File: config.mk
export PLATFORM = sky130hd
export DESIGN_NAME = dual_reload_pwm
export DESIGN_NICKNAME = d
export VERILOG_FILES = /design/src/rtl/dual_reload_pwm.sv
export SDC_FILE = /design/constraint.sdc
export NUM_CORES = 1
export LEC_CHECK = 0
export ABC_CLOCK_PERIOD_IN_PS = 2200
export BUFFER_PORTS_ARGS = -buffer_cell sky130_fd_sc_hd__buf_2
export CAP_MARGIN = 25
export CORE_UTILIZATION = 45
export CTS_BUF_LIST = sky130_fd_sc_hd__clkbuf_16
export DETAILED_ROUTE_END_ITERATION = 6
export GPL_TIMING_DRIVEN = 0
export PLACE_DENSITY = 0.66
export SYNTH_ARGS = -nofsm -noshare
export SYNTH_HDL_FRONTEND = slang
export SYNTH_SLANG_ARGS = --single-unit
File: constraint.sdc
create_clock -name clk -period 2.2 [get_ports clk]
set_clock_uncertainty 0.1 [all_clocks]
set_input_delay 0.33 -clock clk [delete_from_list [all_inputs] [get_ports clk]]
set_output_delay 0.33 -clock clk [all_outputs]
set_load 0.1 [all_outputs]
File: src/rtl/dual_reload_pwm.sv
module dual_reload_pwm #(
  parameter int W  = 16,
  parameter int AW = 2
) (
  input  logic          clk,
  input  logic          rst_n,
  input  logic          tick,
  input  logic          run,
  input  logic          wr_en,
  input  logic [AW-1:0] wr_addr,
  input  logic [W-1:0]  wr_data,
  output logic          pwm_out,
  output logic          irq,
  output logic          pend_a,
  output logic          pend_b
);

  localparam logic [AW-1:0] A_RELA = AW'(0);
  localparam logic [AW-1:0] A_RELB = AW'(1);
  localparam logic [AW-1:0] A_CTRL = AW'(2);
  localparam logic [AW-1:0] A_CLR  = AW'(3);

  logic [W-1:0] rel_a, rel_b, cnt;
  logic         active, load_b_next;
  logic         en_a, en_b, tog_en;

  wire start   = run && !active;
  wire uflow   = run && active && tick && (cnt == '0);
  wire clr_wr  = wr_en && (wr_addr == A_CLR);

  always_ff @(posedge clk or negedge rst_n)
    if (!rst_n) begin
      rel_a <= '0;
      rel_b <= '0;
      {tog_en, en_b, en_a} <= '0;
    end else if (wr_en) begin
      if (wr_addr == A_RELA) rel_a <= wr_data;
      if (wr_addr == A_RELB) rel_b <= wr_data;
      if (wr_addr == A_CTRL) {tog_en, en_b, en_a} <= wr_data[2:0];
    end

  always_ff @(posedge clk or negedge rst_n)
    if (!rst_n) begin
      active      <= 1'b0;
      cnt         <= '0;
      load_b_next <= 1'b0;
      pwm_out     <= 1'b0;
    end else begin
      active <= run;
      if (!run) begin
        pwm_out <= 1'b0;
      end else if (start) begin
        cnt         <= rel_a;
        load_b_next <= 1'b1;
        pwm_out     <= 1'b1;
      end else if (uflow) begin
        cnt         <= load_b_next ? rel_b : rel_a;
        load_b_next <= !load_b_next;
        if (tog_en) pwm_out <= !pwm_out;
      end else if (tick) begin
        cnt <= cnt - 1'b1;
      end
    end

  always_ff @(posedge clk or negedge rst_n)
    if (!rst_n) begin
      pend_a <= 1'b0;
      pend_b <= 1'b0;
    end else begin
      if (uflow && !load_b_next)      pend_a <= 1'b1;
      else if (clr_wr && wr_data[0])  pend_a <= 1'b0;
      if (uflow && load_b_next)       pend_b <= 1'b1;
      else if (clr_wr && wr_data[1])  pend_b <= 1'b0;
    end

  assign irq = (pend_a && en_a) || (pend_b && en_b);

  a_r3_hold: assert property (@(posedge clk) disable iff (!rst_n)
    (active && run && !tick) |=> (cnt == $past(cnt)));

  a_r4_reload: assert property (@(posedge clk) disable iff (!rst_n)
    uflow |=> (cnt == ($past(load_b_next) ? $past(rel_b) : $past(rel_a))));

  a_r5_toggle: assert property (@(posedge clk) disable iff (!rst_n)
    (uflow && tog_en) |=> (pwm_out != $past(pwm_out)));

  a_r5_hold: assert property (@(posedge clk) disable iff (!rst_n)
    (uflow && !tog_en) |=> $stable(pwm_out));

  a_r6_flag_b: assert property (@(posedge clk) disable iff (!rst_n)
    (uflow && load_b_next) |=> pend_b);

  a_r6_flag_a: assert property (@(posedge clk) disable iff (!rst_n)
    (uflow && !load_b_next) |=> pend_a);

  a_r8_irq_src: assert property (@(posedge clk) disable iff (!rst_n)
    irq |-> (pend_a || pend_b));

  a_r9_stopped: assert property (@(posedge clk) disable iff (!rst_n)
    !run |=> !pwm_out);

endmodule

**Word-level counts from Yosys, hierarchy flattened**

Index checks and enable logic that the tools add are counted.

- Bits in registers: 56
- Bits in latches: 0
- Bits in writable memories: 0
- Bits in read-only memories: 0
- Input bits: 23
- Output and inout bits: 4
- Logic and storage cells: 58
- Memories: 0

- $add $sub $neg: 1
- Multiply operators: 0
- Divide/modulo/power cells: 0
- $lt $le $gt $ge: 0
- Eq/ne operators: 5
- Shift-type cells: 0
- Muxes and demuxes: 14
- Bitwise gates (word level): 0
- Reductions and logical operators: 27

Operators by type and width:

| kind | number |
|---|---|
| 16-bit two-way mux | 4 |
| 16-bit logical NOT | 1 |
| 16-bit by 1-bit subtractor with 16-bit output (second input constant) | 1 |
| 2-bit AND reduction | 6 |
| 1-bit logical AND | 11 |
| 1-bit two-way mux | 10 |
| 3-bit by 1-bit != test with 1-bit output (second input constant) | 2 |
| 2-bit nonzero test | 3 |
| 2-bit == test (second input constant) | 2 |
| 1-bit logical NOT | 3 |
| 3-bit nonzero test | 1 |
| 2-bit by 1-bit == test with 1-bit output (second input constant) | 1 |
| 2-bit logical NOT | 1 |
| 1-bit logical OR | 1 |

**Longest topological paths before layout**

Gate-level depths: netlist of the first run.

- Depth in word-level cells: 6
- Depth in mapped cells: 8
- Gate-level depth less buffers: 7

**Worst setup path after synthesis of the first run**

No wires, ideal clock.

- Kind: register -> output
- Start: register pend_a
- End: output port irq
- Data arrival time: 1811 ps
- Required time: 1770 ps
- Slack: -41 ps
- Stages on the path, launching flop included: 2
- Buffers on the path: 0
- Cells stage by stage: dfrtp_1 a22o_1

- Longest elaborated chain between the ends: 2

Ends and longest elaborated chain:

| item | RTL line | RTL |
|---|---|---|
| from (decl) | 14 | `output logic pend_a,` |
| from (signal assigned) | 67 | `pend_a <= 1'b0;` |
| from (signal assigned) | 70 | `if (uflow && !load_b_next) pend_a <= 1'b1;` |
| from (signal assigned) | 71 | `else if (clr_wr && wr_data[0]) pend_a <= 1'b0;` |
| 1-bit logical AND | 76 | `assign irq = (pend_a && en_a) \|\| (pend_b && en_b);` |
| 1-bit logical OR | 76 |  |
| to (decl) | 13 | `output logic irq,` |

Every way passes these cells.

**Final worst setup path of the first run**

- Start: register cnt[3]
- End: register cnt[12]

- Longest elaborated chain between the ends: 4
- Elaborated cells between the ends (all ways): 8
- Those cells by class: add/sub: 1; mux: 3; reduce/logical: 4

Ends and longest elaborated chain:

| item | RTL line | RTL |
|---|---|---|
| from (decl) | 23 | `logic [W-1:0] rel_a, rel_b, cnt;` |
| from (signal assigned) | 53 | `cnt <= rel_a;` |
| from (signal assigned) | 57 | `cnt <= load_b_next ? rel_b : rel_a;` |
| from (signal assigned) | 61 | `cnt <= cnt - 1'b1;` |
| 16-bit by 1-bit subtractor with 16-bit output / 16-bit logical NOT (equally long branches) | 61, 28 |  |
| 16-bit two-way mux / 1-bit logical AND (equally long branches) | 60, 28 |  |
| 16-bit two-way mux / 3-bit nonzero test (equally long branches) | n/a |  |
| 16-bit two-way mux / 2-bit AND reduction (equally long branches) | n/a |  |

Several ways; a longest one is shown, not always the timed one. The select of a mux whose other input is x is not followed.
A chain may end at the register's enable or synchronous reset.

==> results.sh, run 1 <==
export IMPL_cts_buffers=5
export IMPL_p_total_mw=2.981
export IMPL_timing_rr_end="cnt[12]"
export IMPL_yosysSeqAreaShare=0.5020
export IMPL_grt_use_total=0.2175
export IMPL_worst_hold_slack_ns=-0.008441
export IMPL_worst_setup_path_type="flop to flop"
export IMPL_tritoncts="done"
export IMPL_dp_final_hpwl_um=4376
export IMPL_vias=2092
export IMPL_power_per_cell_area_nw_per_um2=895.7
export IMPL_clkSlewWorstSetupHoldPaths_ns=0.07
export IMPL_synth_cell_types=59
export IMPL_ir_drop_mv=0.5554
export IMPL_final_area_um2=3328
export IMPL_hold_class="input port to asynchronous set/reset pin"
export IMPL_layout_nets=294
export IMPL_setup_viol=0
export IMPL_r2r_cells=5
export IMPL_violations="hold timing"
export IMPL_setup_tns_final_ns=0
export IMPL_die_y_um=80.76
export IMPL_grt_pass1_wl_um=10520
export IMPL_coreArea_um2=5956
export IMPL_wl_per_cell_um=18.86
export IMPL_synth_flop_cell="dfrtp_1"
export IMPL_rsz0062_at_grt="no"
export IMPL_fmax_mhz=468.7
export IMPL_overflow=0
export IMPL_ctsRootBufferMaster="clkbuf_16"
export IMPL_worstSetupStartpoint="cnt[3]"
export IMPL_antenna_cells=0
export IMPL_grt_pass1_vias=2014
export IMPL_fin_crit_sh=0.9698
export IMPL_cp_start_kind="flop"
export IMPL_drt_iter0_markers=172
export IMPL_maxCapViolCount=0
export IMPL_ys_warn_count=0
export IMPL_p_leak_nw=1.430
export IMPL_place_area_um2=3044
export IMPL_min_period_ns=2.133
export IMPL_io_buffer_count=26
export IMPL_layout_setup_ws_ns=0.06652
export IMPL_grt_met3_usage=0.03596
export IMPL_slew_headroom=0.5094
export IMPL_rrSetupSlack_ns=0.07
export IMPL_cts_htree_levels=2
export IMPL_initial_core_util=0.4687
export IMPL_clockBufferDepth=2
export IMPL_clk_latency_ns=0.29
export IMPL_area_growth_pct=19.23
export IMPL_cp_max_fo=8
export IMPL_syn_cell_area_um2=2791
export IMPL_synth_fp_nets=251
export IMPL_synth_cells=227
export IMPL_post_route_drc_count=0
export IMPL_drtPass1Iterations=4
export IMPL_ys_ff_latch=56
export IMPL_pre_cts_ws_ns=-0.3981
export IMPL_dieArea_um2=6522
export IMPL_crit_arrival_ns=2.26
export IMPL_syn_avg_cell_area_um2=12.30
export IMPL_worstPathRequired_ns=2.33
export IMPL_wl_um=6524
export IMPL_outcome="finished with violations"
export IMPL_dieWidth_um=80.76
export IMPL_final_core_util=0.5588
export IMPL_tightest_slew_ns=0.7359
export IMPL_viasPerCell=6.046
export IMPL_grtUsageMet1=0.2914
export IMPL_ant_nets=0
export IMPL_async_flop_share=1.000
export IMPL_rows=28
export IMPL_grt_max_degree=32
export IMPL_place_gp_congestion=0.8943
export IMPL_maxSlewViolCount=0
export IMPL_cts_hold_buf=0
export IMPL_drive_above_1_share=0.3838
export IMPL_cts_sinks=56
export IMPL_synth_edff_count=0
export IMPL_use_met2=0.3602
export IMPL_pin_count=27
export IMPL_antenna_found_initial=0
export IMPL_worst_setup_path_end_kind="flop"
export IMPL_r2r_start="cnt[3]"
export IMPL_grt_busiest_layer="met2"
export IMPL_final_hold_viol_count=6
==> area by class of cell <==
class / instances / area (µm²)
inverters: 4 / 15.01
flip-flops and latches: 56 / 1404
well taps: 75 / 93.84
fillers: 536 / 2628
multi-input cells: 157 / 1370
clock buffers: 5 / 125.1
clock inverters: 3 / 37.54
plain buffers: 9 / 53.80
repair buffers: 37 / 229.0
==> stage by stage <==
step | std cells | hold slack [ns]
after floorplan | 227 | -0.06559
after global placement | 328 | 0.3920
after detailed placement | 330 | 0.3373
after CTS | 341 | 0.02186
after global routing | 346 | 0.05851
final | 346 | -0.008441
==> where the power goes <==
part	switching (mW)	leakage (nW)	total, mW	internal [mW]
sequential	0.205	0.670	1.43	1.22
combinational	0.319	0.681	0.670	0.352
clock	0.352	0.0789	0.882	0.530
==> Yosys cell counts, types with 4 or more instances <==
master	count	area, µm²
o21ai_0	10	50.05
nor2_1	5	18.77
mux2_2	36	405.4
a221o_1	6	60.06
nand4_1	8	50.05
a22oi_1	5	37.54
xor2_1	6	52.55
inv_1	4	15.01
dfrtp_1	56	1401
a21oi_1	5	25.02
clkbuf_1	5	18.77
nand2_1	9	33.78
==> per-layer routing <==
metal / wire [µm] / vias up
li1: - / 977
met1: 2972 / 1059
met2: 3166 / 47
met3: 299 / 9
met4: 86 / 0
met5: 0 / -
==> layout by cell type, fill, tap and decap left out, types with 3 or more instances in the layout <==
cell type,n
o22ai_1,3
nand2_1,9
nor3_4,3
dfrtp_1,54
inv_1,4
nand3_1,3
nand4_1,8
clkbuf_16,5
a211oi_1,3
clkbuf_1,4
xnor2_1,3
buf_4,9
mux2_2,36
nor2_1,5
o21ai_0,10
a22oi_1,5
buf_2,26
a221o_1,6
nor2b_1,3
a21oi_1,5
xor2_1,6
==> flip-flops by register name (all words and copies together), names as in the netlist <==
name	flops
active	1
pend_b	1
tog_en	1
pwm_out	1
pend_a	1
en_a	1
load_b_next	1
cnt	16
en_b	1
rel_b	16
rel_a	16
==> cell families (layout without fill, tap and decap cells) <==
logic type	Yosys count	in the layout	share of synthesized area
buffers and inverters	14	58	0.02465
adders and majority gates	1	1	0.004482
DFF	56	56	0.5020
muxes	38	38	0.1524
AOI/OAI and AO/OA	57	57	0.1578
xor gates and xnor gates	9	9	0.02824
and+or+nand+nor	52	52	0.1304
==> repair_timing <==
| action | CTS | global route |
|---|---|---|
| gates resized for setup | 6 | 5 |
| hold endpoints to repair | 0 | 0 |
| pin swaps | 3 | 5 |
| setup buffers | 3 | 6 |
| setup endpoints to repair | 18 | 8 |
==> critical path, cell delays in order (launching register included) <==
cell and delay, ns:
dfrtp_2 0.44, nor4_4 0.37, nand4_4 0.23, buf_4 0.21
or4_2 0.63, nand3_1 0.09
==> worst max path at each step <==
stage,to
2_1_floorplan,cnt[0]
3_3_place_gp,rel_a[1]
3_5_place_dp,cnt[7]
4_1_cts,cnt[15]
5_1_grt,cnt[12]
6_report,cnt[12]
(Power assumes the default switching activity.)
==> run 2: changes to the inputs <==
RECOVER_POWER = 25   (was not set)
SETUP_SLACK_MARGIN = 0.4   (was not set)
==> results.sh, run 2 (synthesized netlist as in run 1, its figures left out) <==
export IMPL_coreArea_um2=5956
export IMPL_place_gp_congestion=0.8603
export IMPL_antenna_found_initial=0
export IMPL_die_y_um=80.76
export IMPL_rrSetupSlack_ns=0.12
export IMPL_pre_cts_ws_ns=-0.3669
export IMPL_worst_setup_path_end_kind="flop"
export IMPL_cp_max_fo=5
export IMPL_p_leak_nw=1.581
export IMPL_wl_met1_um=3082
export IMPL_viasPerCell=6.041
export IMPL_met2_length_um=3464
export IMPL_ant_nets=0
export IMPL_layout_nets=318
export IMPL_grt_pass1_wl_um=11090
export IMPL_grt_max_degree=41
export IMPL_worst_hold_slack_ns=0.1602
export IMPL_final_hold_viol_count=0
export IMPL_wl_um=7002
export IMPL_fin_cells=369
export IMPL_pin_count=27
export IMPL_dieArea_um2=6522
export IMPL_ctsRootBufferMaster="clkbuf_16"
export IMPL_antenna_cells=0
export IMPL_overflow=0
export IMPL_setup_viol=0
export IMPL_post_route_drc_count=0
export IMPL_vias=2229
export IMPL_cp_start_kind="flop"
export IMPL_area_growth_pct=29.67
export IMPL_crit_arrival_ns=2.14
export IMPL_ir_drop_mv=0.5228
export IMPL_dieWidth_um=80.76
export IMPL_tritoncts="done"
export IMPL_tightest_slew_ns=1.002
export IMPL_drtPass1Iterations=4
export IMPL_io_buffer_count=26
export IMPL_layout_setup_ws_ns=0.1236
export IMPL_maxCapViolCount=0
export IMPL_cts_htree_levels=2
export IMPL_cts_sinks=56
export IMPL_cts_buffers=5
export IMPL_maxSlewViolCount=0
export IMPL_wl_met3_um=372
export IMPL_worst_setup_path_type="flop to flop"
export IMPL_fmax_mhz=481.6
export IMPL_hold_class="input port to flop"
export IMPL_clockBufferDepth=2
export IMPL_final_cell_mix="dfrtp_1, mux2_2, buf_2"
export IMPL_outcome="finished, final reports clean"
export IMPL_top_layer="met4"
export IMPL_worstPathRequired_ns=2.27
export IMPL_slew_headroom=0.3321
export IMPL_rsz0062_at_grt="yes"
export IMPL_clkSlewWorstSetupHoldPaths_ns=0.07
export IMPL_rows=28
export IMPL_power_per_cell_area_nw_per_um2=832.0
export IMPL_grt_use_total=0.2312
export IMPL_dp_final_hpwl_um=4342
export IMPL_min_period_ns=2.076
export IMPL_biggestRegsByFlops="cnt (16), rel_a (16), rel_b (16)"
export IMPL_drive_above_1_share=0.4864
export IMPL_initial_core_util=0.4687
export IMPL_clk_latency_ns=0.29
export IMPL_wl_per_cell_um=18.98
export IMPL_grt_pass1_vias=2130
export IMPL_fin_crit_sh=0.9438
export IMPL_dp_cells=329
export IMPL_final_common_cell="dfrtp_1"
export IMPL_drt_iter0_markers=164
## run 2: what timing repair did
action	4_1_cts	5_1_grt
pin swaps	9	13
endpoints found under the hold margin	16	0
buffers inserted	21	11
hold buffers	1	0
resized for setup	24	24
endpoints found under the setup margin	30	22
## run 2: power by group
part	switching, mW	total, mW	internal [mW]	leakage (nW)
registers	0.199	1.42	1.23	0.668
clock network	0.341	0.749	0.408	0.0648
logic	0.386	0.837	0.451	0.848
total	0.926	3.01	2.09	1.58
## run 2: final cells by class
cell class,count,area [µm²]
well taps,75,93.84
inverters,4,15.01
multi-input cells,157,1458
clock inverters,2,7.507
flip-flops and latches,56,1406
fillers,498,2336
repair buffers,60,439.2
clock buffers,5,125.1
plain buffers,10,75.07
## run 2: path summary, 6_finish.rpt
| kind | from | end | cells after the start |
|---|---|---|---|
| setup / recovery | cnt[14] | cnt[15] | 4 |
| hold / removal | run | active | 1 |
| setup reg to reg | cnt[14] | cnt[15] | 4 |
| hold reg to reg | rel_a[12] | cnt[12] | 2 |
| max in group asynchronous | rst_n | cnt[2] | 3 |
| min in group asynchronous | rst_n | rel_a[12] | 2 |
## run 2: worst max-delay path: stages, from the launching register on
cell       delay [ns]
dfrtp_2          0.45
or4_4            0.61
or3_4            0.45
a2111oi_4        0.29
a211oi_2         0.05
## run 2: per-stage QoR
stage	power, mW	setup TNS (ns)	util	instance area [µm²]
after global placement	2.014	-5.842	0.5101	3038
after global routing	3.163	0	0.6078	3620
after CTS	2.910	0	0.5809	3460
after floorplan	1.846	0	-	2814
final	3.011	0	0.6078	3620
after detailed placement	2.037	-6.295	0.5134	3058
## run 2: metal layers
| metal | global-route usage | vias up |
|---|---|---|
| met2 | 0.3712 | 66 |
| met3 | 0.03933 | 6 |
| li1 | - | 1027 |
| met1 | 0.3074 | 1130 |
| met4 | 0.1036 | 0 |
| met5 | 0 | - |
==> run 3: changes to the inputs <==
CORE_ASPECT_RATIO = 0.6   (was not set)
SETUP_SLACK_MARGIN = not set   (was 0.4)
==> results.sh, run 3 (synthesized netlist as in run 1, its figures left out) <==
export IMPL_die_y_um=63.01
export IMPL_setup_tns_final_ns=0
export IMPL_p_total_mw=2.839
export IMPL_p_seq_frac=0.505
export IMPL_p_leak_nw=1.419
export IMPL_antenna_cells=0
export IMPL_maxSlewViolCount=0
export IMPL_p_sw_mw=0.8680
export IMPL_cts_sinks=56
export IMPL_tightest_slew_ns=1.022
export IMPL_dieArea_um2=6532
export IMPL_drive_above_1_share=0.3787
export IMPL_swShare=0.3058
export IMPL_antenna_found_initial=0
export IMPL_fmax_mhz=464.1
export IMPL_grt_use_total=0.2151
export IMPL_cp_start_kind="flop"
export IMPL_layout_nets=296
export IMPL_worst_hold_slack_ns=0.1287
export IMPL_rsz0062_at_grt="yes"
export IMPL_dp_final_hpwl_um=4464
export IMPL_initial_core_util=0.4829
export IMPL_clockBufferDepth=2
export IMPL_overflow=0
export IMPL_drtPass1Iterations=4
export IMPL_power_per_cell_area_nw_per_um2=856.2
export IMPL_clkPwrFrac=0.263
export IMPL_worstPathRequired_ns=2.26
export IMPL_ctsRootBufferMaster="clkbuf_16"
export IMPL_crit_arrival_ns=2.22
export IMPL_worst_setup_path_end_kind="flop"
export IMPL_post_route_drc_count=0
export IMPL_tritoncts="done"
export IMPL_rows=21
export IMPL_slew_headroom=0.3184
export IMPL_area_growth_pct=18.78
export IMPL_worst_setup_path_type="flop to flop"
export IMPL_clkSlewWorstSetupHoldPaths_ns=0.07
export IMPL_cts_htree_levels=2
export IMPL_grt_max_degree=40
export IMPL_coreArea_um2=5781
export IMPL_clk_latency_ns=0.29
export IMPL_pin_count=27
export IMPL_drt_iter0_markers=115
export IMPL_dieWidth_um=103.7
export IMPL_cp_max_fo=5
export IMPL_min_period_ns=2.155
export IMPL_cell_internal_pwr_mw=1.971
export IMPL_wl_per_cell_um=18.71
export IMPL_final_hold_viol_count=0
export IMPL_final_common_cell="dfrtp_1"
export IMPL_grt_pass1_vias=2049
export IMPL_place_gp_congestion=0.7752
export IMPL_comb_power_share=0.231
export IMPL_io_buffer_count=26
export IMPL_hold_class="input port to flop"
export IMPL_maxCapViolCount=0
export IMPL_wl_um=6586
export IMPL_outcome="finished, final reports clean"
export IMPL_grt_pass1_wl_um=10920
export IMPL_ir_drop_mv=0.4160
export IMPL_vias=2080
export IMPL_viasPerCell=5.909
export IMPL_ant_nets=0
export IMPL_fin_crit_sh=0.9795
export IMPL_final_cell_mix="dfrtp_1, mux2_2, buf_2"
export IMPL_biggestRegsByFlops="cnt (16), rel_a (16), rel_b (16)"
export IMPL_cts_buffers=5
export IMPL_setup_viol=0
run 3: changes by cell type in the layout (fill, tap and decap cells not counted), sizes merged:
cell  change
buf      -22
run 3: final timing paths:
| kind | from | end | slack (ns) | cells past startpoint |
|---|---|---|---|---|
| worst max-delay path | cnt[14] | cnt[15] | 0.05 | 4 |
| worst min-delay path | run | active | 0.13 | 1 |
| worst max register to register | cnt[14] | cnt[15] | 0.05 | 4 |
| worst min register to register | rel_a[12] | cnt[12] | 0.41 | 2 |
| max in group asynchronous | rst_n | cnt[3] | 0.61 | 3 |
| min in group asynchronous | rst_n | cnt[12] | 0.63 | 2 |
run 3: through the flow:
step,instances,utilization,area [µm²],worst slack [ns]
finish,352,0.5736,3316,0.04520
global route,352,0.5736,3316,-0.03843
CTS,347,0.5632,3256,0.01324
detailed placement,335,0.5273,3048,-0.3721
global placement,333,0.5229,3023,-0.5947
floorplan,227,-,2793,0.007971
run 3: final cells by class:
cell class                 count  area (µm²)
buffer                         9       52.55
clock buffer                   5       125.1
clock inverter                 2       7.507
fill                         500        2465
inverter                       4       15.01
multi-input combinational    157        1365
sequential                    56        1405
tap                           80       100.1
timing repair buffer          39       245.2
run 3: layer usage:
| layer | vias to the layer above | global-route usage | part of all wire |
|---|---|---|---|
| met5 | - | 0 | 0 |
| met4 | 0 | 0.03750 | 0.0029 |
| met3 | 2 | 0.05109 | 0.056 |
| met2 | 55 | 0.3070 | 0.43 |
| met1 | 1054 | 0.3320 | 0.51 |
| li1 | 969 | - | - |
run 3: repair_timing:
action / CTS / global route
pin swaps: 3 / 3
endpoints found under the setup margin: 19 / 16
setup buffers: 4 / 6
hold buffers: 1 / 0
hold endpoints to repair: 17 / 0
gates cloned: 0 / 0
resized for setup: 5 / 7
run 3: power groups by stage:
stage               Clock (mW)  Sequential, mW  Combinational [mW]
detailed placement           0            1.43               0.612
global placement             0            1.43               0.589
global route             0.815            1.46               0.726
CTS                      0.763            1.42               0.639
finish                   0.748            1.43               0.656
floorplan                    0            1.38               0.460
run 3: critical path, cell delays in order (launching register included):
cell and delay [ns]:
dfrtp_2 0.47, or4_4 0.62, or3_4 0.45, a2111oi_2 0.30
a211oi_1 0.09
